### src/rtl/sar_rd_pkg.sv
package sar_rd_pkg;

  // Result resolution of the converter and the fixed framing around it
  localparam int WORD_W       = 16;
  localparam int SAMPLE_EDGES = 5;                          // rising edges in sampling window
  localparam int NULL_EDGE    = SAMPLE_EDGES + 1;           // edge carrying the null bit
  localparam int FIRST_DATA   = NULL_EDGE + 1;              // edge carrying the MSB
  localparam int LAST_MAX     = NULL_EDGE + WORD_W;         // last edge of a full frame

  localparam int IDX_W  = $clog2(WORD_W);
  localparam int CNT_W  = $clog2(WORD_W + 1);
  localparam int EDGE_W = $clog2(LAST_MAX + 1);

  typedef enum logic [1:0] {
    ST_IDLE  = 2'd0,
    ST_LOW   = 2'd1,
    ST_HIGH  = 2'd2,
    ST_GUARD = 2'd3
  } frameState_t;

  // Strobes from control to datapath
  typedef struct packed {
    logic             clearWord;
    logic             captureBit;
    logic [IDX_W-1:0] bitPos;
    logic             publish;
  } dpStrobe_t;

endpackage

### src/rtl/sar_rd_timer.sv
module sar_rd_timer #(
  parameter int TW = 9
) (
  input  logic          clk,
  input  logic          rstN,
  input  logic          load,
  input  logic [TW-1:0] loadVal,
  output logic          expired
);

  logic [TW-1:0] cnt;

  always_ff @(posedge clk or negedge rstN) begin
    if (!rstN) begin
      cnt <= '0;
    end else if (load) begin
      cnt <= loadVal;
    end else if (cnt != '0) begin
      cnt <= cnt - 1'b1;
    end
  end

  assign expired = (cnt == '0);

endmodule

### src/rtl/sar_rd_ctrl.sv
module sar_rd_ctrl
  import sar_rd_pkg::*;
#(
  parameter int DIV_W    = 13,
  parameter int MIN_HALF = 52,
  localparam int TW      = DIV_W + 1
) (
  input  logic             clk,
  input  logic             rstN,
  input  logic             startReq,
  input  logic [CNT_W-1:0] bitCount,
  input  logic [DIV_W-1:0] halfDiv,
  input  logic             timerExpired,
  output logic             timerLoad,
  output logic [TW-1:0]    timerVal,
  output dpStrobe_t        strobe,
  output logic             csN,
  output logic             sclk,
  output logic             busy
);

  frameState_t       state, nState;
  logic [DIV_W-1:0]  halfLatch;
  logic [DIV_W-1:0]  halfEff;
  logic [CNT_W-1:0]  nEff;
  logic [EDGE_W-1:0] edgeCnt, edgeNext, lastEdge;
  logic              edgeInc;

  // Clamp the requested half-period to the converter's floor
  assign halfEff = (halfDiv < DIV_W'(MIN_HALF)) ? DIV_W'(MIN_HALF) : halfDiv;

  // Out-of-range bit counts select a full-width read
  assign nEff = ((bitCount == '0) || (bitCount > CNT_W'(WORD_W))) ?
                CNT_W'(WORD_W) : bitCount;

  assign edgeNext = edgeCnt + 1'b1;

  always_comb begin
    nState           = state;
    timerLoad        = 1'b0;
    timerVal         = '0;
    edgeInc          = 1'b0;
    strobe           = '0;
    strobe.bitPos    = IDX_W'(EDGE_W'(FIRST_DATA + WORD_W - 1) - edgeNext);
    unique case (state)
      ST_IDLE: begin
        if (startReq) begin
          nState           = ST_LOW;
          timerLoad        = 1'b1;
          timerVal         = {1'b0, halfEff} - 1'b1;
          strobe.clearWord = 1'b1;
        end
      end
      ST_LOW: begin
        if (timerExpired) begin
          nState    = ST_HIGH;
          timerLoad = 1'b1;
          timerVal  = {1'b0, halfLatch} - 1'b1;
          edgeInc   = 1'b1;
          if (edgeNext >= EDGE_W'(FIRST_DATA)) begin
            strobe.captureBit = 1'b1;
          end
        end
      end
      ST_HIGH: begin
        if (timerExpired) begin
          timerLoad = 1'b1;
          if (edgeCnt == lastEdge) begin
            nState         = ST_GUARD;
            timerVal       = {halfLatch, 1'b0} - 1'b1;
            strobe.publish = 1'b1;
          end else begin
            nState   = ST_LOW;
            timerVal = {1'b0, halfLatch} - 1'b1;
          end
        end
      end
      ST_GUARD: begin
        if (timerExpired) begin
          nState = ST_IDLE;
        end
      end
      default: nState = ST_IDLE;
    endcase
  end

  always_ff @(posedge clk or negedge rstN) begin
    if (!rstN) begin
      state     <= ST_IDLE;
      halfLatch <= DIV_W'(MIN_HALF);
      lastEdge  <= EDGE_W'(LAST_MAX);
      edgeCnt   <= '0;
      csN       <= 1'b1;
      sclk      <= 1'b0;
    end else begin
      state <= nState;
      csN   <= !((nState == ST_LOW) || (nState == ST_HIGH));
      sclk  <= (nState == ST_HIGH);
      if ((state == ST_IDLE) && startReq) begin
        halfLatch <= halfEff;
        lastEdge  <= EDGE_W'(NULL_EDGE) + EDGE_W'(nEff);
        edgeCnt   <= '0;
      end else if (edgeInc) begin
        edgeCnt <= edgeNext;
      end
    end
  end

  assign busy = (state != ST_IDLE);

endmodule

### src/rtl/sar_rd_datapath.sv
module sar_rd_datapath
  import sar_rd_pkg::*;
(
  input  logic              clk,
  input  logic              rstN,
  input  dpStrobe_t         strobe,
  input  logic              sdoIn,
  output logic              resultValid,
  output logic [WORD_W-1:0] resultData
);

  logic [WORD_W-1:0] shiftWord;

  always_ff @(posedge clk or negedge rstN) begin
    if (!rstN) begin
      shiftWord   <= '0;
      resultData  <= '0;
      resultValid <= 1'b0;
    end else begin
      resultValid <= strobe.publish;
      if (strobe.clearWord) begin
        shiftWord <= '0;
      end else if (strobe.captureBit) begin
        shiftWord[strobe.bitPos] <= sdoIn;
      end
      if (strobe.publish) begin
        resultData <= shiftWord;
      end
    end
  end

endmodule

### src/rtl/sar_serial_reader.sv
module sar_serial_reader
  import sar_rd_pkg::*;
#(
  parameter int DIV_W    = 13,
  parameter int MIN_HALF = 52
) (
  input  logic              clk,
  input  logic              rstN,
  input  logic              startReq,
  input  logic [CNT_W-1:0]  bitCount,
  input  logic [DIV_W-1:0]  halfDiv,
  input  logic              adcSdo,
  output logic              adcCsN,
  output logic              adcSclk,
  output logic              busy,
  output logic              resultValid,
  output logic [WORD_W-1:0] resultData
);

  localparam int TW = DIV_W + 1;

  dpStrobe_t     strobe;
  logic          timerLoad;
  logic [TW-1:0] timerVal;
  logic          timerExpired;

  sar_rd_timer #(.TW(TW)) u_timer (
    .clk     (clk),
    .rstN    (rstN),
    .load    (timerLoad),
    .loadVal (timerVal),
    .expired (timerExpired)
  );

  sar_rd_ctrl #(.DIV_W(DIV_W), .MIN_HALF(MIN_HALF)) u_ctrl (
    .clk          (clk),
    .rstN         (rstN),
    .startReq     (startReq),
    .bitCount     (bitCount),
    .halfDiv      (halfDiv),
    .timerExpired (timerExpired),
    .timerLoad    (timerLoad),
    .timerVal     (timerVal),
    .strobe       (strobe),
    .csN          (adcCsN),
    .sclk         (adcSclk),
    .busy         (busy)
  );

  sar_rd_datapath u_dp (
    .clk         (clk),
    .rstN        (rstN),
    .strobe      (strobe),
    .sdoIn       (adcSdo),
    .resultValid (resultValid),
    .resultData  (resultData)
  );

endmodule

### config.mk
export PLATFORM = sky130hd
export DESIGN_NAME = sar_serial_reader
export DESIGN_NICKNAME = d
export VERILOG_FILES = /design/src/rtl/sar_rd_pkg.sv /design/src/rtl/sar_rd_timer.sv /design/src/rtl/sar_rd_ctrl.sv /design/src/rtl/sar_rd_datapath.sv /design/src/rtl/sar_serial_reader.sv
export SDC_FILE = /design/constraint.sdc
export NUM_CORES = 1
export LEC_CHECK = 0
export BUFFER_PORTS_ARGS = -buffer_cell sky130_fd_sc_hd__buf_2
export CAP_MARGIN = 20
export CORE_AREA = 10 10 98 100
export CTS_BUF_LIST = sky130_fd_sc_hd__clkbuf_8
export CTS_CLUSTER_DIAMETER = 80
export DETAILED_ROUTE_END_ITERATION = 8
export DIE_AREA = 0 0 108 110
export GPL_TIMING_DRIVEN = 0
export PLACE_DENSITY_LB_ADDON = 0.08
export SLEW_MARGIN = 0
export SYNTH_ARGS = -nofsm -noshare
export SYNTH_HDL_FRONTEND = slang
export SYNTH_SLANG_ARGS = --single-unit
export TNS_END_PERCENT = 50
### constraint.sdc
create_clock -name clk -period 2.7 [get_ports clk]
set_input_delay 0.135 -clock clk [delete_from_list [all_inputs] [get_ports clk]]
set_output_delay 0.135 -clock clk [all_outputs]
set_load 0.03 [all_outputs]
==> results of run 1 <==
## how the worst max path moves through the flow
stage | from | end | slack [ns]
global placement | halfDiv[11] | u_timer.cnt[8]$_DFFE_PN0P_ | -0.56
finish | halfDiv[11] | u_timer.cnt[8]$_DFFE_PN0P_ | 0.06
global route | halfDiv[11] | u_timer.cnt[8]$_DFFE_PN0P_ | -0.1
CTS | u_ctrl.edgeCnt[1]$_DFFE_PN0P_ | u_dp.shiftWord[7]$_DFFE_PN0P_ | -0.05
floorplan | halfDiv[11] | u_timer.cnt[8]$_DFFE_PN0P_ | 0.03
detailed placement | halfDiv[11] | u_timer.cnt[12]$_DFFE_PN0P_ | -0.56
## synth_stat cells, drive strengths merged (2+ instances only)
cell type and instances:
nor3 13, nor3b 5, nor2 25, ha 17, inv 14, or4 3, dfrtp 67, clkbuf 12
or2 4, a211oi 3, xor2 17, mux2i 6, and3b 3, or3 5, and3 5, or3b 2
a21oi 22, nand3 13, o21a 3, o31a 5, o21ai 64, nor4 6, nand3b 5, xnor2 24
a221oi 3, dfstp 7, a31oi 19, a311oi 2, nand2 122, nor2b 2, buf 10, and2 3
o22ai 7, nand4 3
## power by group through the flow
stage / Clock [mW] / Combinational (mW) / Sequential (mW)
5_1_grt: 1.00 / 0.107 / 1.11
3_5_place_dp: 0 / 0.0910 / 1.13
2_1_floorplan: 0 / 0.0304 / 1.13
4_1_cts: 0.962 / 0.0954 / 1.11
3_3_place_gp: 0 / 0.0839 / 1.13
6_report: 0.950 / 0.0942 / 1.11
## what timing repair did
| item | CTS | global route |
|---|---|---|
| hold buffers | 2 | 0 |
| endpoints found under the hold margin | 27 | 0 |
| gates cloned | 0 | 0 |
| pin swaps | 0 | 2 |
| resized for setup | 2 | 11 |
| setup buffers | 0 | 3 |
| setup endpoints to repair | 19 | 24 |
## cell families after synthesis
family / Yosys count
mux: 6
buf+inv: 36
simple gates: 223
flops: 74
fa+ha+maj: 17
compound gates: 135
xor+xnor: 41
## placed cells by master (no fill, tap or decap), types with 12 or more instances in the layout
master   instances
inv_1           15
ha_1            17
nor3_1          12
xnor2_1         23
a21oi_1         21
nand3_1         12
nor2_1          24
a31oi_1         19
buf_2           46
dfrtp_1         67
o21ai_0         46
nand2_1        121
o21ai_1         17
xor2_1          16
## routing by layer
metal  share of wire [%]  vias to the layer above  wire length [um]
met5                   0                        -                 0
li1                    -                     1975                 -
met2                  47                      156              5230
met3                 7.2                       13               813
met4                 1.3                        0               150
met1                  45                     1902              5040
## cell type report
| class | instances | area (um2) | area share [%] |
|---|---|---|---|
| Buffer | 21 | 105 | 2.02 |
| Clock buffer | 9 | 124 | 2.39 |
| Clock inverter | 7 | 93.8 | 1.81 |
| Inverter | 14 | 52.6 | 1.01 |
| Multi-Input combinational cell | 422 | 2560 | 49.3 |
| Sequential cell | 74 | 1860 | 35.8 |
| Tap cell | 102 | 128 | 2.46 |
| Timing Repair Buffer | 47 | 270 | 5.21 |
## through the flow
step / hold WS, ns / worst slack, ns / TNS, ns / cells
CTS: 0.0128 / -0.0491 / -0.366 / 693
global placement: 0.320 / -0.558 / -1.60 / 675
global route: 0.0300 / -0.0961 / -0.123 / 696
detailed placement: 0.110 / -0.561 / -1.67 / 676
floorplan: -0.161 / 0.0324 / 0 / 532
finish: 0.0202 / 0.0585 / 0 / 696
## state kept, by name, indices dropped and copies added, names as in the netlist
register          count
u_ctrl.lastEdge       5
u_dp.resultData      16
u_ctrl.state          2
u_ctrl.csN            1
u_ctrl.sclk           1
u_timer.cnt          14
u_dp.shiftWord       16
u_ctrl.edgeCnt        5
u_ctrl.halfLatch     13
u_dp.resultValid      1
## critical path, delay by kind of cell
family	cells	cell delay, ns
AND/OR/NAND/NOR	5	1.45
AO/OA/AOI/OAI	4	0.73
adder cells (fa/ha/maj)	1	0.24
XOR/XNOR	1	0.17
buffers and inverters	1	0.13
==> results.ini, run 1 <==
[run_status]
outcome = finished, final reports clean

[power_and_ir_drop]
switchingPower_mw = 0.490
swShare_pct = 22.8
leakage_nw = 2.44
internal_power_mw = 1.66
power_mw = 2.15
comb_power_share_pct = 4.4
power_frac_clock_pct = 44.1
ir_worst_vdd_mv = 0.281
seq_power_share_pct = 51.5
pwr_density_cell_nw_per_um2 = 415

[synth]
synth_edf_count = 0
synth_cells = 532
synth_nets = 571
muxShareOfSynthArea_pct = 1.33
synth-simple-area-share_pct = 23.7
synth-xor-area-share_pct = 7.95
synth.largest_area_cell = dfrtp_1
synth-main-ff-cell = dfrtp_1
ys_seq_area_share_pct = 41.2
postSynthAreaPerCell_um2 = 8.49
yosys.area.top_type_share_pct = 37.1
synth_warnings = 0
yosys.area_share.adder_pct = 4.71
synth.distinct_cells = 59
synth.area.top_cells = dfrtp_1 (37%), nand2_1 (10%), o21ai_0 (5.1%), ha_1 (4.7%), xnor2_1 (4.7%)
synthesis.area_um2 = 4510
synth-compound-area-share_pct = 17.6
ys_ff_latch = 74
async_reset_ff_share_pct = 100
synth_top_family_by_area = simple AND/OR/NAND/NOR gates

[cts]
clkTransAtPathRegs_ns = 0.08
cts.sinks = 74
htreeDepth = 3
cts_tree = yes
cts_max_path_buffers = 2
clk_latency_ns = 0.35
cts_buffers = 9
root_buffer = clkbuf_8

[route]
drt-pass1-iter-count = 5
vias = 4046
wl_per_cell_um = 16.1
route.detailed.drc = 0
via_per_inst = 5.81
wl_mm = 11.2
ant_nets = 0
drt_iter0_drc = 234

[critical_path]
r2r_end = u_dp.shiftWord[1]$_DFFE_PN0P_
crit_fanout = 7
reg2reg_depth = 10
cp-start-kind = input pin
required_ns = 2.91
crit_path_end_kind = flip-flop
critical_path_class = input pin to flip-flop
slowest_stage = or3b_2
cpMostUsedCell = nand2_1
slowest_delay_ns = 0.47
worstPathCellList = buf_2, nor4_4, and3b_2, nand2_1, nand2_1, ha_1, or3b_2, a211oi_2, xnor2_1, o22ai_1, a311oi_1, a21oi_1
worstReg2RegStart = u_ctrl.edgeCnt[1]$_DFFE_PN0P_
crit_arrival_ns = 2.86
ff2ff_setup_slack_ns = 0.18

[layout]
drive_above_1_share_pct = 17.5
antenna-diode-count = 0
nets = 628
n_fill_cell = 662
fin_util_pct = 67.9
syn_to_final_growth_pct = 15.0
final_area_um2 = 5190

[global_route]
grt_pass1_wl_mm = 18.5
grt.busiest_layer = met2
grt_max_degree = 43
grt_use_total_pct = 19.2
grt_use_met2_pct = 31.0
grt_pass1_vias = 3845
use_met3_pct = 3.02
grt_antenna_before_repair = 0
grtUsageMet1_pct = 25.7
grt_overflow = 0

[timing]
setup_viol = 0
hold_violations = 0
tightest_slew_ns = 0.738
fin_crit_ns = 2.64
maxSlewHeadroom_pct = 50.4
clock_skew_ns = 0.00965
slew_viol_final = 0
fmax_ghz = 0.379
rsz0062_at_grt = yes
finalCritPeriodShare_pct = 97.8

[place]
dpl.hpwl_mm = 8.37
dpl_cell_area_um2 = 4880
io_buffers = 41
finalWeightedCongestion = 0.911

[hold_path]
hold_path.class = input pin to flip-flop
hp-start = halfDiv[12]
hold_depth = 3
holdPathEnd = u_ctrl.halfLatch[12]$_DFFE_PN0P_

[die]
io_pins = 42
start_util_pct = 59.0
die_height_um = 110
rows = 32
core-area_um2 = 7650
die_area_um2 = 11900
die_x_um = 108

[run]
maxCapViolCount = 0

(Power assumes the default switching activity.)
==> run 2: changes to the inputs <==
--- a/config.mk
+++ b/config.mk
@@ -12,8 +12,8 @@
 export CTS_CLUSTER_DIAMETER = 80
 export DETAILED_ROUTE_END_ITERATION = 8
 export DIE_AREA = 0 0 108 110
-export GPL_TIMING_DRIVEN = 0
 export PLACE_DENSITY_LB_ADDON = 0.08
+export SKIP_CTS_REPAIR_TIMING = 1
 export SLEW_MARGIN = 0
 export SYNTH_ARGS = -nofsm -noshare
 export SYNTH_HDL_FRONTEND = slang
==> constraint.sdc (replaced) <==
create_clock -name clk -period 2.7 [get_ports clk]
set_input_delay 0.81 -clock clk [delete_from_list [all_inputs] [get_ports clk]]
set_output_delay 0.81 -clock clk [all_outputs]
set_load 0.03 [all_outputs]
==> results.ini, run 2 (synthesis results as in run 1) <==
[critical_path]
cp-start-kind = input pin
crit_arrival_ns = 2.95  ; +0.09 ns
crit_fanout = 3  ; -4
crit_family = simple AND/OR/NAND/NOR gates
critical_path_class = input pin to flip-flop
worstPathCellList = buf_8, nor4_4, and3b_2, nand2_4, nand2_4, ha_4, or3b_4, a211oi_4, xnor2_1, o22ai_1, a311oi_1, a21oi_1
slowest_delay_ns = 0.38  ; -0.09 ns
slowest_stage = or3b_4
cpMostUsedCell = nand2_4
crit_path_end_kind = flip-flop
required_ns = 2.92  ; about the same
crit_buf_inv = 1  ; unchanged

[layout]
antenna-diode-count = 0  ; unchanged
syn_to_final_growth_pct = 18.5
drive_above_1_share_pct = 21.0  ; +3.5 points
top_regs = u_dp.resultData x16, u_dp.shiftWord x16, u_timer.cnt x14
final_cell_mix = nand2_1 (118), dfrtp_1 (67), o21ai_0 (45)
nets = 638  ; +1.6%
final_common_cell = nand2_1
n_fill_cell = 640  ; -3.3%

[timing]
rsz0062_at_grt = yes
slew_viol_final = 0  ; unchanged
hold_ws_ns = 0.464  ; +0.444 ns
tightest_slew_ns = 0.610  ; -0.129 ns
maxSlewHeadroom_pct = 59.4  ; +8.9 points
setup_slack_ns = -0.0332  ; -0.0917 ns
hold_violations = 0  ; unchanged
fin_crit_ns = 2.73  ; +0.0917 ns
setup_tns_ns = -0.0332  ; -0.0332 ns
finalCritPeriodShare_pct = 101  ; +3.4 points
fmax_ghz = 0.366  ; -3.4%
setup_viol = 1  ; +1
clock_skew_ns = 0.0113  ; +0.00168 ns

[place]
dp_slack_ns = -0.452  ; +0.108 ns
dpl.hpwl_mm = 8.42  ; +0.56%
finalWeightedCongestion = 0.948  ; +4.1%
io_buffers = 41  ; unchanged

[route]
ant_nets = 0  ; unchanged
vias = 4091  ; +1.1%
wl_mm = 11.3  ; +0.70%
via_per_inst = 5.79  ; -0.32%
route.detailed.drc = 0  ; unchanged
wl_per_cell_um = 16.0  ; -0.72%
drt_iter0_drc = 263  ; +12%
drt-pass1-iter-count = 5  ; unchanged

[global_route]
grt_pass1_wl_mm = 18.7  ; +1.2%
grt_max_degree = 35  ; -19%
grt_use_total_pct = 19.5  ; +0.30 points
grt_overflow = 0  ; unchanged
grt_pass1_vias = 3954  ; +2.8%
grt_antenna_before_repair = 0  ; unchanged

[cts]
htreeDepth = 3  ; unchanged
cts.sinks = 74  ; unchanged
clkTransAtPathRegs_ns = 0.09  ; about the same
root_buffer = clkbuf_8
clk_latency_ns = 0.35  ; about the same
cts_max_path_buffers = 2  ; unchanged
cts_tree = yes
cts_buffers = 9  ; unchanged

[die]
die_x_um = 108  ; unchanged
die_height_um = 110  ; unchanged
core-area_um2 = 7650  ; unchanged
start_util_pct = 59.0  ; unchanged
rows = 32  ; unchanged
io_pins = 42  ; unchanged
die_area_um2 = 11900  ; unchanged

[run]
maxCapViolCount = 0  ; unchanged

[run_status]
outcome = finished, violations left
violations = negative setup slack

[power_and_ir_drop]
leakage_nw = 2.53  ; +3.9%
ir_worst_vdd_mv = 0.281  ; about the same
pwr_density_cell_nw_per_um2 = 402  ; -3.1%

[hold_path]
hold_path.class = input pin to asynchronous set/reset pin

[run 2: path summary, 6_finish.rpt]
kind | from | to | slack (ns) | cells after the start
min | rstN | u_ctrl.halfLatch[0]$_DFFE_PN0P_ | 0.46 | 1
min reg2reg | u_dp.resultData[14]$_DFFE_PN0P_ | u_dp.resultData[14]$_DFFE_PN0P_ | 0.47 | 2
max in group asynchronous | rstN | u_ctrl.csN$_DFF_PN1_ | 1.65 | 2
min in group clk | u_dp.resultData[14]$_DFFE_PN0P_ | u_dp.resultData[14]$_DFFE_PN0P_ | 0.47 | 2
max reg2reg | u_timer.cnt[2]$_DFFE_PN0P_ | u_timer.cnt[8]$_DFFE_PN0P_ | 0.20 | 6
max | halfDiv[11] | u_timer.cnt[8]$_DFFE_PN0P_ | -0.03 | 12
[run 2: metrics by stage]
| step | power (mW) | cell area (um2) | cells | utilization, % |
|---|---|---|---|---|
| detailed placement | 1.25 | 5070 | 688 | 66.3 |
| global placement | 1.24 | 5070 | 688 | 66.3 |
| floorplan | 1.16 | 4560 | 532 | - |
| CTS | 2.16 | 5280 | 704 | 69.0 |
| finish | 2.15 | 5350 | 706 | 69.9 |
| global route | 2.23 | 5350 | 706 | 69.9 |
[run 2: cell type report]
type | count | area, um2 | area share [%]
Multi-Input combinational cell | 422 | 2570 | 48.2
Sequential cell | 74 | 1860 | 34.8
Timing Repair Buffer | 78 | 524 | 9.80
Tap cell | 102 | 128 | 2.39
Clock buffer | 9 | 124 | 2.32
Clock inverter | 7 | 83.8 | 1.57
Inverter | 14 | 52.6 | 0.983
[run 2: power breakdown]
group	internal, mW	switching, mW	leakage (nW)
Clock	0.445	0.473	0.103
Sequential	1.11	0	0.952
Combinational	0.0537	0.0677	1.48
Total	1.61	0.541	2.53
[run 2: per-layer routing]
metal	wire length (um)	vias to the layer above	track usage [%]
met5	0	-	0
met4	145	0	7.44
met3	690	15	3.60
met2	5370	148	31.9
met1	5110	1920	25.1
li1	-	2008	-
==> run 3: changes to the inputs <==
--- a/config.mk
+++ b/config.mk
@@ -7,14 +7,13 @@
 export LEC_CHECK = 0
 export BUFFER_PORTS_ARGS = -buffer_cell sky130_fd_sc_hd__buf_2
 export CAP_MARGIN = 20
-export CORE_AREA = 10 10 98 100
-export CTS_BUF_LIST = sky130_fd_sc_hd__clkbuf_8
+export CORE_AREA = 10 10 118 120
 export CTS_CLUSTER_DIAMETER = 80
 export DETAILED_ROUTE_END_ITERATION = 8
-export DIE_AREA = 0 0 108 110
+export DIE_AREA = 0 0 128 130
 export PLACE_DENSITY_LB_ADDON = 0.08
 export SKIP_CTS_REPAIR_TIMING = 1
-export SLEW_MARGIN = 0
+export SLEW_MARGIN = 20
 export SYNTH_ARGS = -nofsm -noshare
 export SYNTH_HDL_FRONTEND = slang
 export SYNTH_SLANG_ARGS = --single-unit
==> results.ini, run 3 (synthesis results as in run 1) <==
[run_status]
outcome = finished, final reports clean

[critical_path]
crit_path_end_kind = flip-flop
required_ns = 2.89  ; -0.03 ns
cp-start-kind = input pin
crit_arrival_ns = 2.88  ; -0.07 ns
critical_path_class = input pin to flip-flop
crit_fanout = 3  ; unchanged

[cts]
root_buffer = clkbuf_16
clk_latency_ns = 0.35  ; about the same
cts.sinks = 74  ; unchanged
cts_tree = yes
clkTransAtPathRegs_ns = 0.06  ; -0.03 ns
cts_buffers = 9  ; unchanged
cts_max_path_buffers = 2  ; unchanged
htreeDepth = 3  ; unchanged

[timing]
maxSlewHeadroom_pct = 58.4  ; -0.98 points
slew_viol_final = 0  ; unchanged
rsz0062_at_grt = yes
setup_tns_ns = 0  ; +0.0332 ns
hold_violations = 0  ; unchanged
fmax_ghz = 0.372  ; +1.8%
clock_skew_ns = 0.00915  ; -0.00218 ns
finalCritPeriodShare_pct = 99.4  ; -1.8 points
fin_crit_ns = 2.68  ; -0.0485 ns
setup_viol = 0  ; -1
tightest_slew_ns = 0.624  ; +0.0147 ns

[power_and_ir_drop]
ir_worst_vdd_mv = 0.320  ; +14%
comb_power_share_pct = 4.9  ; -0.8 points
internal_power_mw = 1.89  ; +18%
swShare_pct = 23.1  ; -2.1 points
seq_power_share_pct = 45.0  ; -6.6 points
switchingPower_mw = 0.569  ; +5.2%
pwr_density_cell_nw_per_um2 = 447  ; +11%
power_frac_clock_pct = 50.0  ; +7.2 points
leakage_nw = 2.59  ; +2.1%

[die]
die_height_um = 130  ; +18%
rows = 40  ; +25%
die_x_um = 128  ; +19%
start_util_pct = 38.5  ; -20 points
die_area_um2 = 16600  ; +40%
core-area_um2 = 11700  ; +53%
io_pins = 42  ; unchanged

[layout]
antenna-diode-count = 0  ; unchanged
n_fill_cell = 1191  ; +86%
top_regs = u_dp.resultData x16, u_dp.shiftWord x16, u_timer.cnt x14
final_cell_mix = nand2_1 (118), dfrtp_1 (67), o21ai_0 (45)
final_area_um2 = 5510  ; +3.1%
syn_to_final_growth_pct = 22.1
nets = 642  ; +0.63%
final_common_cell = nand2_1
drive_above_1_share_pct = 21.7  ; +0.68 points

[place]
io_buffers = 41  ; unchanged
dpl.hpwl_mm = 9.05  ; +7.5%
dpl_cell_area_um2 = 5130  ; +1.1%
finalWeightedCongestion = 0.848  ; -11%

[route]
drt_iter0_drc = 200  ; -24%
wl_mm = 11.8  ; +4.0%
ant_nets = 0  ; unchanged
wl_per_cell_um = 15.6  ; -2.7%
vias = 3894  ; -4.8%
via_per_inst = 5.16  ; -11%
route.detailed.drc = 0  ; unchanged
drt-pass1-iter-count = 4  ; -1

[global_route]
grt_pass1_wl_mm = 19.7  ; +5.0%
grt_overflow = 0  ; unchanged
grt_pass1_vias = 3896  ; -1.5%
grt_max_degree = 35  ; unchanged
grt_antenna_before_repair = 0  ; unchanged
grt_use_total_pct = 14.6  ; -4.8 points

[run]
maxCapViolCount = 0  ; unchanged

[hold_path]
hold_path.class = input pin to asynchronous set/reset pin

[run 3: cell types whose count changed in the layout (fill, tap and decap cells not counted), moves of 2 or more]
| cell | before | now |
|---|---|---|
| clkbuf_16 | 0 | 9 |
| clkbuf_8 | 9 | 0 |
| buf_4 | 35 | 42 |
| buf_12 | 2 | 0 |
[run 3: area by class of cell]
| class | count | area (um2) | share of cell area (%) |
|---|---|---|---|
| Inverter | 14 | 52.6 | 0.953 |
| Tap cell | 147 | 184 | 3.34 |
| Clock inverter | 7 | 82.6 | 1.50 |
| Multi-Input combinational cell | 422 | 2580 | 46.8 |
| Sequential cell | 74 | 1860 | 33.8 |
| Timing Repair Buffer | 82 | 528 | 9.58 |
| Clock buffer | 9 | 225 | 4.09 |
[run 3: power groups by stage]
| stage | combinational, mW | sequential, mW | clock, mW |
|---|---|---|---|
| after floorplan | 0.0338 | 1.13 | 0 |
| after global placement | 0.116 | 1.13 | 0 |
| after detailed placement | 0.117 | 1.13 | 0 |
| after CTS | 0.118 | 1.11 | 1.27 |
| after global routing | 0.136 | 1.11 | 1.31 |
| final | 0.121 | 1.11 | 1.23 |
[run 3: routing by layer]
layer / share of wire (%) / routed length [um] / track usage (%) / vias to the layer above
met5: 0 / 0 / 0 / -
met4: 0.99 / 116 / 6.09 / 0
met3: 4.4 / 519 / 3.37 / 8
met2: 47 / 5480 / 22.9 / 74
met1: 48 / 5660 / 19.1 / 1806
li1: - / - / - / 2006
[run 3: path summary, 6_finish.rpt]
check / start / to / slack, ns / depth (start not counted)
max in group asynchronous: rstN / u_ctrl.csN$_DFF_PN1_ / 1.68 / 2
max: halfDiv[11] / u_timer.cnt[8]$_DFFE_PN0P_ / 0.02 / 12
min: rstN / u_dp.shiftWord[1]$_DFFE_PN0P_ / 0.40 / 1
max reg2reg: u_timer.cnt[8]$_DFFE_PN0P_ / u_timer.cnt[8]$_DFFE_PN0P_ / 0.27 / 6
min reg2reg: u_dp.resultData[6]$_DFFE_PN0P_ / u_dp.resultData[6]$_DFFE_PN0P_ / 0.46 / 2
min in group clk: u_dp.resultData[6]$_DFFE_PN0P_ / u_dp.resultData[6]$_DFFE_PN0P_ / 0.46 / 2
[run 3: through the flow]
stage / worst slack [ns] / hold slack (ns) / utilization [%] / power [mW] / cells
finish: 0.0153 / 0.399 / 47.1 / 2.46 / 755
global route: -0.0954 / 0.423 / 47.1 / 2.56 / 755
CTS: -0.0896 / 0.411 / 46.4 / 2.50 / 752
detailed placement: -0.457 / 0.450 / 43.8 / 1.25 / 736
global placement: -0.426 / 0.444 / 43.8 / 1.25 / 736
floorplan: -0.366 / 0.439 / - / 1.16 / 532
[run 3: critical path, stage by stage]
cell and delay, ns:
buf_6 0.10, nor4_4 0.27, and3b_2 0.26, nand2_4 0.07, nand2_4 0.09, ha_4 0.13, or3b_4 0.38, a211oi_4 0.23
xnor2_1 0.15, o22ai_1 0.09, a311oi_1 0.24, a21oi_1 0.07
